File: src/rtl/sram_ctrl_pkg.sv
`timescale 1ns/1ps
package sram_ctrl_pkg;
  localparam int DATA_W = 16;
  localparam int BE_W   = DATA_W / 8;

  typedef enum logic [2:0] {
    ST_IDLE,
    ST_READ,
    ST_WRITE,
    ST_WHOLD,
    ST_TURN
  } state_e;

  function automatic int ceil_cyc(input int t_ps, input int clk_ps);
    return (t_ps + clk_ps - 1) / clk_ps;
  endfunction

  function automatic int max2(input int a, input int b);
    return (a > b) ? a : b;
  endfunction
endpackage

File: src/rtl/sram_ctrl_timer.sv
`timescale 1ns/1ps
module sram_ctrl_timer #(
  parameter int CNT_W = 4
) (
  input  logic             clk_i,
  input  logic             rst_ni,
  input  logic             load_i,
  input  logic [CNT_W-1:0] load_val_i,
  output logic             done_o
);
  logic [CNT_W-1:0] cnt_q;

  always_ff @(posedge clk_i or negedge rst_ni) begin
    if (!rst_ni)               cnt_q <= '0;
    else if (load_i)           cnt_q <= load_val_i - CNT_W'(1);
    else if (cnt_q != '0)      cnt_q <= cnt_q - CNT_W'(1);
  end

  assign done_o = (cnt_q == '0);
endmodule

File: src/rtl/sram_ctrl_fsm.sv
`timescale 1ns/1ps
module sram_ctrl_fsm
  import sram_ctrl_pkg::*;
#(
  parameter int ACC_CYC  = 14,
  parameter int WP_CYC   = 10,
  parameter int TURN_CYC = 4,
  parameter int CNT_W    = 4
) (
  input  logic             clk_i,
  input  logic             rst_ni,
  input  logic             req_i,
  input  logic             we_i,
  input  logic             done_i,
  output logic             load_o,
  output logic [CNT_W-1:0] load_val_o,
  output logic             accept_o,
  output logic             cap_o,
  output logic             act_nxt_o,
  output logic             ready_o,
  output logic             ce_no,
  output logic             we_no,
  output logic             oe_no,
  output logic             dq_oe_o
);
  state_e st_q, st_d;

  always_comb begin
    st_d       = st_q;
    load_o     = 1'b0;
    load_val_o = '0;
    cap_o      = 1'b0;
    unique case (st_q)
      ST_IDLE: if (req_i) begin
        load_o = 1'b1;
        if (we_i) begin
          st_d       = ST_WRITE;
          load_val_o = CNT_W'(WP_CYC);
        end else begin
          st_d       = ST_READ;
          load_val_o = CNT_W'(ACC_CYC);
        end
      end
      ST_READ: if (done_i) begin
        cap_o      = 1'b1;
        st_d       = ST_TURN;
        load_o     = 1'b1;
        load_val_o = CNT_W'(TURN_CYC);
      end
      ST_WRITE: if (done_i) st_d = ST_WHOLD;
      ST_WHOLD: st_d = ST_IDLE;
      ST_TURN:  if (done_i) st_d = ST_IDLE;
      default:  st_d = ST_IDLE;
    endcase
  end

  assign accept_o  = (st_q == ST_IDLE) && req_i;
  assign ready_o   = (st_q == ST_IDLE);
  assign act_nxt_o = (st_d == ST_READ) || (st_d == ST_WRITE);

  // strobes registered from the next state so they change only on clock edges
  always_ff @(posedge clk_i or negedge rst_ni) begin
    if (!rst_ni) begin
      st_q    <= ST_IDLE;
      ce_no   <= 1'b1;
      we_no   <= 1'b1;
      oe_no   <= 1'b1;
      dq_oe_o <= 1'b0;
    end else begin
      st_q    <= st_d;
      ce_no   <= !act_nxt_o;
      we_no   <= (st_d != ST_WRITE);
      oe_no   <= (st_d != ST_READ);
      dq_oe_o <= (st_d == ST_WRITE) || (st_d == ST_WHOLD);
    end
  end
endmodule

File: src/rtl/sram_ctrl_datapath.sv
`timescale 1ns/1ps
module sram_ctrl_datapath
  import sram_ctrl_pkg::*;
#(
  parameter int ADDR_W = 16
) (
  input  logic              clk_i,
  input  logic              rst_ni,
  input  logic              accept_i,
  input  logic              act_nxt_i,
  input  logic              cap_i,
  input  logic [ADDR_W-1:0] addr_i,
  input  logic [DATA_W-1:0] wdata_i,
  input  logic [BE_W-1:0]   be_i,
  input  logic [DATA_W-1:0] dq_i,
  output logic [ADDR_W-1:0] sram_addr_o,
  output logic [DATA_W-1:0] dq_o,
  output logic [BE_W-1:0]   be_no,
  output logic [DATA_W-1:0] rdata_o,
  output logic              rvalid_o
);
  logic [BE_W-1:0] be_q;

  always_ff @(posedge clk_i or negedge rst_ni) begin
    if (!rst_ni) begin
      sram_addr_o <= '0;
      dq_o        <= '0;
      be_q        <= '0;
    end else if (accept_i) begin
      sram_addr_o <= addr_i;
      dq_o        <= wdata_i;
      be_q        <= be_i;
    end
  end

  for (genvar b = 0; b < BE_W; b++) begin : g_lane
    logic sel;
    assign sel = accept_i ? be_i[b] : be_q[b];
    always_ff @(posedge clk_i or negedge rst_ni) begin
      if (!rst_ni) be_no[b] <= 1'b1;
      else         be_no[b] <= !(act_nxt_i && sel);
    end
  end

  always_ff @(posedge clk_i or negedge rst_ni) begin
    if (!rst_ni) begin
      rdata_o  <= '0;
      rvalid_o <= 1'b0;
    end else begin
      rvalid_o <= cap_i;
      if (cap_i) rdata_o <= dq_i;
    end
  end
endmodule

File: src/rtl/sram_ctrl.sv
`timescale 1ns/1ps
module sram_ctrl
  import sram_ctrl_pkg::*;
#(
  parameter int ADDR_W       = 16,
  parameter int CLK_PS       = 5000,
  parameter int T_RC_PS      = 70000,
  parameter int T_AA_PS      = 70000,
  parameter int T_WP_PS      = 50000,
  parameter int T_DW_PS      = 40000,
  parameter int T_BUS_REL_PS = 20000
) (
  input  logic              clk_i,
  input  logic              rst_ni,
  input  logic              req_i,
  input  logic              we_i,
  input  logic [ADDR_W-1:0] addr_i,
  input  logic [15:0]       wdata_i,
  input  logic [1:0]        be_i,
  output logic              ready_o,
  output logic [15:0]       rdata_o,
  output logic              rvalid_o,
  output logic [ADDR_W-1:0] sram_addr_o,
  output logic              sram_ce_no,
  output logic              sram_we_no,
  output logic              sram_oe_no,
  output logic              sram_lb_no,
  output logic              sram_ub_no,
  output logic [15:0]       sram_dq_o,
  output logic              sram_dq_oe_o,
  input  logic [15:0]       sram_dq_i
);
  localparam int ACC_CYC  = max2(max2(ceil_cyc(T_RC_PS, CLK_PS), ceil_cyc(T_AA_PS, CLK_PS)), 1);
  localparam int WP_CYC   = max2(max2(ceil_cyc(T_WP_PS, CLK_PS), ceil_cyc(T_DW_PS, CLK_PS)), 1);
  localparam int TURN_CYC = max2(ceil_cyc(T_BUS_REL_PS, CLK_PS), 1);
  localparam int MAX_CYC  = max2(max2(ACC_CYC, WP_CYC), TURN_CYC);
  localparam int CNT_W    = $clog2(MAX_CYC + 1);

  logic             load, done, accept, cap, act_nxt;
  logic [CNT_W-1:0] load_val;
  logic [BE_W-1:0]  be_n;

  sram_ctrl_timer #(.CNT_W(CNT_W)) u_timer (
    .clk_i      (clk_i),
    .rst_ni     (rst_ni),
    .load_i     (load),
    .load_val_i (load_val),
    .done_o     (done)
  );

  sram_ctrl_fsm #(
    .ACC_CYC (ACC_CYC),
    .WP_CYC  (WP_CYC),
    .TURN_CYC(TURN_CYC),
    .CNT_W   (CNT_W)
  ) u_fsm (
    .clk_i     (clk_i),
    .rst_ni    (rst_ni),
    .req_i     (req_i),
    .we_i      (we_i),
    .done_i    (done),
    .load_o    (load),
    .load_val_o(load_val),
    .accept_o  (accept),
    .cap_o     (cap),
    .act_nxt_o (act_nxt),
    .ready_o   (ready_o),
    .ce_no     (sram_ce_no),
    .we_no     (sram_we_no),
    .oe_no     (sram_oe_no),
    .dq_oe_o   (sram_dq_oe_o)
  );

  sram_ctrl_datapath #(.ADDR_W(ADDR_W)) u_dp (
    .clk_i      (clk_i),
    .rst_ni     (rst_ni),
    .accept_i   (accept),
    .act_nxt_i  (act_nxt),
    .cap_i      (cap),
    .addr_i     (addr_i),
    .wdata_i    (wdata_i),
    .be_i       (be_i),
    .dq_i       (sram_dq_i),
    .sram_addr_o(sram_addr_o),
    .dq_o       (sram_dq_o),
    .be_no      (be_n),
    .rdata_o    (rdata_o),
    .rvalid_o   (rvalid_o)
  );

  assign sram_lb_no = be_n[0];
  assign sram_ub_no = be_n[1];
endmodule

File: config.mk
export PLATFORM = sky130hd
export DESIGN_NAME = sram_ctrl
export DESIGN_NICKNAME = d
export VERILOG_FILES = /design/src/rtl/sram_ctrl_pkg.sv /design/src/rtl/sram_ctrl_timer.sv /design/src/rtl/sram_ctrl_fsm.sv /design/src/rtl/sram_ctrl_datapath.sv /design/src/rtl/sram_ctrl.sv
export SDC_FILE = /design/constraint.sdc
export NUM_CORES = 1
export LEC_CHECK = 0
export BUFFER_PORTS_ARGS = -buffer_cell sky130_fd_sc_hd__buf_2
export CAP_MARGIN = 10
export CORE_ASPECT_RATIO = 0.6
export CORE_UTILIZATION = 40
export CTS_CLUSTER_DIAMETER = 60
export CTS_CLUSTER_SIZE = 8
export DETAILED_ROUTE_END_ITERATION = 10
export PLACE_DENSITY = 0.76
export SLEW_MARGIN = 30
export SYNTH_ARGS = -nofsm -noshare
export SYNTH_HDL_FRONTEND = slang
export SYNTH_SLANG_ARGS = --single-unit
File: constraint.sdc
create_clock -name clk_i -period 2.4 [get_ports clk_i]
set_input_delay 0.24 -clock clk_i [delete_from_list [all_inputs] [get_ports clk_i]]
set_output_delay 0.24 -clock clk_i [all_outputs]
set_load 0.05 [all_outputs]
Word-level counts from Yosys, hierarchy flattened
Cells that the tools add are included.

Word-level logic and storage cells: 53. Flip-flop bits (word level): 64.

Add/subtract/negate cells: 2. Equality and inequality tests: 8. Reduce and logical (&&, ||, !) cells: 12. Multiplexer cells: 18.

Operator list (count): two-way mux 3 bit (6); two-way mux 4 bit (3); case mux 3 bit (4 select lines) (1); == test 3 x 2 -> 1 bit (second input constant) (3); case mux 4 bit (2 select lines) (1); subtractor 4 x 1 -> 4 bit (second input constant) (2); == test 3 x 1 -> 1 bit (second input constant) (2); two-way mux 1 bit (5); zero test 4 bit (1); nonzero test 4 bit (1); == test 3 bit (second input constant) (1); logical AND 1 bit (3); zero test 1 bit (3); zero test 3 bit (1); inequality test 3 x 1 -> 1 bit (second input constant) (1); inequality test 3 x 2 -> 1 bit (second input constant) (1); logical OR 1 bit (2); two-way mux 2 bit (1); case mux 1 bit (2 select lines) (1); nonzero test 2 bit (1).

Longest topological paths before layout
Depth in word-level cells: 7. Mapped depth: 8. Gate-level depth less buffers: 5.

Modules after synthesis
Synthesis repeated with hierarchy kept, for this count alone.

Cells, all modules: 176. Area, all modules: 2819.0 um^2.

By module, submodules not included: sram_ctrl_datapath (cells an instance 111, seq. area each 1328.8 um^2, times used 1, area an instance 2143.3 um^2); sram_ctrl_fsm (cells an instance 44, seq. area each 178.9 um^2, times used 1, area an instance 432.9 um^2); sram_ctrl_timer (cells an instance 21, seq. area each 100.1 um^2, times used 1, area an instance 242.7 um^2).

Worst setup path before layout
Ideal clock, no wire load.

Kind: register to register. Start point: reg u_fsm.st_q[1]. End point: reg u_timer.cnt_q[2]. Required time: 2.270 ns. Stages on the path, launching flop included: 9. Clock period less this slack: 2.034 ns. Setup slack: 0.366 ns. Arrival: 1.904 ns. Path through: dfrtp_1 > buf_6 > nor4b_1 > buf_2 > buf_2 > nor2_1 > ha_1 > a2111oi_4 > a21oi_2.

Cells in the longest elaborated chain, start to end: 4. Elaborated cells between the ends (all ways): 7. Classes of those cells: add/sub: 1; eq/ne: 1; mux: 3; reduce/logical: 2.

Ends and longest elaborated chain: start, declared (line sram_ctrl_fsm.sv:26) `state_e st_q, st_d;`; start signal, assigned (line sram_ctrl_fsm.sv:70) `st_q <= st_d;`; == test 3 x 1 -> 1 bit / zero test 3 bit (equally long branches) (line sram_ctrl_fsm.sv:33) `unique case (st_q)`; case mux 4 bit (2 select lines) (line sram_ctrl_fsm.sv:33); subtractor 4 x 1 -> 4 bit (line sram_ctrl_timer.sv:15) `else if (load_i) cnt_q <= load_val_i - CNT_W'(1);`; two-way mux 4 bit (line sram_ctrl_timer.sv:15); end signal, assigned (line sram_ctrl_timer.sv:15); end signal, assigned (line sram_ctrl_timer.sv:16) `else if (cnt_q != '0) cnt_q <= cnt_q - CNT_W'(1);`; end, declared (line sram_ctrl_timer.sv:11) `logic [CNT_W-1:0] cnt_q;`.

Several ways; a longest one is shown, not always the timed one. A chain may end at the register's enable or synchronous reset.

Final worst setup path
Start point: reg u_timer.cnt_q[2]. End point: reg u_dp.rdata_o[15].

Cells in the longest elaborated chain, start to end: 3.

Ends and longest elaborated chain: zero test 4 bit (line sram_ctrl_timer.sv:19) `assign done_o = (cnt_q == '0);`; two-way mux 1 bit (line sram_ctrl_fsm.sv:44) `ST_READ: if (done_i) begin`; two-way mux 1 bit (line sram_ctrl_fsm.sv:33); end signal, assigned (line sram_ctrl_datapath.sv:51) `if (cap_i) rdata_o <= dq_i;`; end, declared (line sram_ctrl_datapath.sv:19) `output logic [DATA_W-1:0] rdata_o,`.

No other way between the ends.

==> out/results.ini <==
[critical_path]
crit_path_start=u_timer.cnt_q[2]
critPathSlowestCell=nor4_4
r2r_start=u_timer.cnt_q[2]
crit_fanout=19
r2r_slack_ns=0.50
endpoint=u_dp.rdata_o[15]
critPathLaunchType=register
r2r_end=u_dp.rdata_o[15]
cp-end-kind=register
critPathKind=register to register
worstPathArrival_ns=2.11
cpPeakStageDelay_ns=0.47
critPathRequiredTime_ns=2.61
reg2reg_depth=4
cp_cell_sequence=nor4_4 > and2_1 > buf_4 > mux2_2

[global_route]
grt_pass1_vias=2024
grt.overflow.total=0
antenna_found_initial=0
grt_first_pass_wirelength_um=9330
grt_start_max_net_pins=39
grt_usage=0.181

[die]
core_area_um2=6110
die_x_um=105
die_h_um=63.7
io_pins=110
dieArea_um2=6690
rows=22
start_util=0.416

[route]
drc=0
wl_um=5330
ant_nets=0
routedWlPerCell_um=12.2
firstDrtPassIters=4
viasPerCell=4.51
first_iter_violations=85
vias=1977

[timing]
skew_ns=0.00688
rsz0062_at_grt=false
setup_tns_ns=0
final_hold_viol_count=0
worst_slew_pin_slew_ns=0.516
setup_viol=0
fmax_mhz=526
slew_viol_final=0
fin_crit_ns=1.90
slew_headroom=0.656
period_share=0.792

[clocking]
clk_path_buf_depth=2
cts_resized=0
cts_made_buffers=9
cts_tree=yes
clk-insertion-delay-late_ns=0.33
postCtsSetupBuffers=0
clock_sinks=64
clk_pin_slew_ns=0.07
cts_max_level=3
cts-root-buf=clkbuf_8
hold_buffers=1

[place]
hpwl_um=3700
dp.cells=421
port_buffers=109
routabilityCongestion=0.777

[job]
max_cap_viol_count=0

[final_layout]
final_cell_mix=109 x buf_2, 105 x nand2_1, 59 x dfrtp_1
fillers=582
diodes=0
mostFrequentLayoutCell=buf_2
final_cells=438
drive_gt1_frac=0.438
nets=404
area_growth_pct=32.9

[outcome]
status=finished, final reports clean

[synthesis]
synth.distinct_cells=26
synthTopCellsByArea=dfrtp_1 58%, nand2_1 16%, mux2_2 7.1%
synth_top_area_cell=dfrtp_1
ys_seq_area_frac=0.633
syn_area_um2=2540
ys_seq_elements=64
syn_avg_cell_area_um2=10.8
synth_warnings=0
syn_inst=236
netlist.area_leader.share=0.581
syn_nets=291

[hold_path]
holdPathStages=3
holdCritPathClass=input port to register

-- Yosys cell counts (all sizes together) --
cell	n
a221o	1
nand3b	2
and2	1
mux2	16
nor3b	1
ha	1
o31ai	1
nor2	7
buf	9
or4	1
dfstp	5
nor4b	2
a21oi	9
or4b	1
nor4	1
a2111oi	1
or3	2
nor3	4
nand2b	1
o21ai	2
dfrtp	59
clkbuf	4
nand2	105
-- cell families after synthesis --
| family | count (synthesis) | synth area share |
|---|---|---|
| buffers and inverters | 13 | 0.0350 |
| adder cells (fa/ha/maj) | 1 | 0.00492 |
| multiplexers | 16 | 0.0709 |
| flip-flops | 64 | 0.633 |
| AO/OA/AOI/OAI | 14 | 0.0409 |
| AND/OR/NAND/NOR | 128 | 0.216 |
-- routing by layer --
layer | track usage | up-vias | wire, um
li1 | - | 985 | -
met1 | 0.248 | 918 | 2760
met2 | 0.264 | 70 | 2230
met3 | 0.0592 | 4 | 308
met4 | 0.0757 | 0 | 29
met5 | 0 | - | 0
-- cell type report --
class / count / area [um^2] / share of cell area
repair buffers: 115 / 593 / 0.176
flip-flops and latches: 64 / 1610 / 0.476
clock inverters: 6 / 93.8 / 0.0278
clock buffers: 10 / 128 / 0.0378
multi-input cells: 159 / 851 / 0.252
well taps: 84 / 105 / 0.0311
-- worst min-delay path by stage --
stage,slack (ns),end,start
after floorplan,-0.06,u_dp.be_q[0],rst_ni
after global placement,0.25,u_dp.dq_o[2],rst_ni
after detailed placement,0.24,u_dp.dq_o[2],rst_ni
after CTS,0.07,u_dp.sram_addr_o[3],addr_i[3]
after global routing,0.08,u_dp.dq_o[12],wdata_i[12]
final,0.1,u_dp.dq_o[13],wdata_i[13]
-- critical path: cells and delay by family (launching register included) --
family                 cells  cell delay [ns]
and+or+nand+nor            2             0.67
buffers and inverters      1             0.27
DFF                        1             0.46
muxes                      1             0.38
-- per-stage QoR --
step | setup WS [ns] | cell area, um^2 | hold slack [ns] | util
detailed placement | 0.498 | 3150 | 0.244 | 0.515
floorplan | 0.366 | 2540 | -0.0556 | -
CTS | 0.483 | 3380 | 0.0736 | 0.553
finish | 0.499 | 3380 | 0.0975 | 0.553
global placement | 0.569 | 3150 | 0.246 | 0.515
global route | 0.342 | 3380 | 0.0775 | 0.553
-- flip-flops by register name, summed over array words and instances, names as in the netlist, 2 cells and up --
| name | flops |
|---|---|
| u_dp.sram_addr_o | 16 |
| u_dp.be_q | 2 |
| u_fsm.st_q | 3 |
| u_dp.dq_o | 16 |
| u_dp.rdata_o | 16 |
| u_dp.be_no | 2 |
| u_timer.cnt_q | 4 |
Power is not shown: default switching activity piles up to over one toggle a cycle in this logic, so the estimate is an artifact.
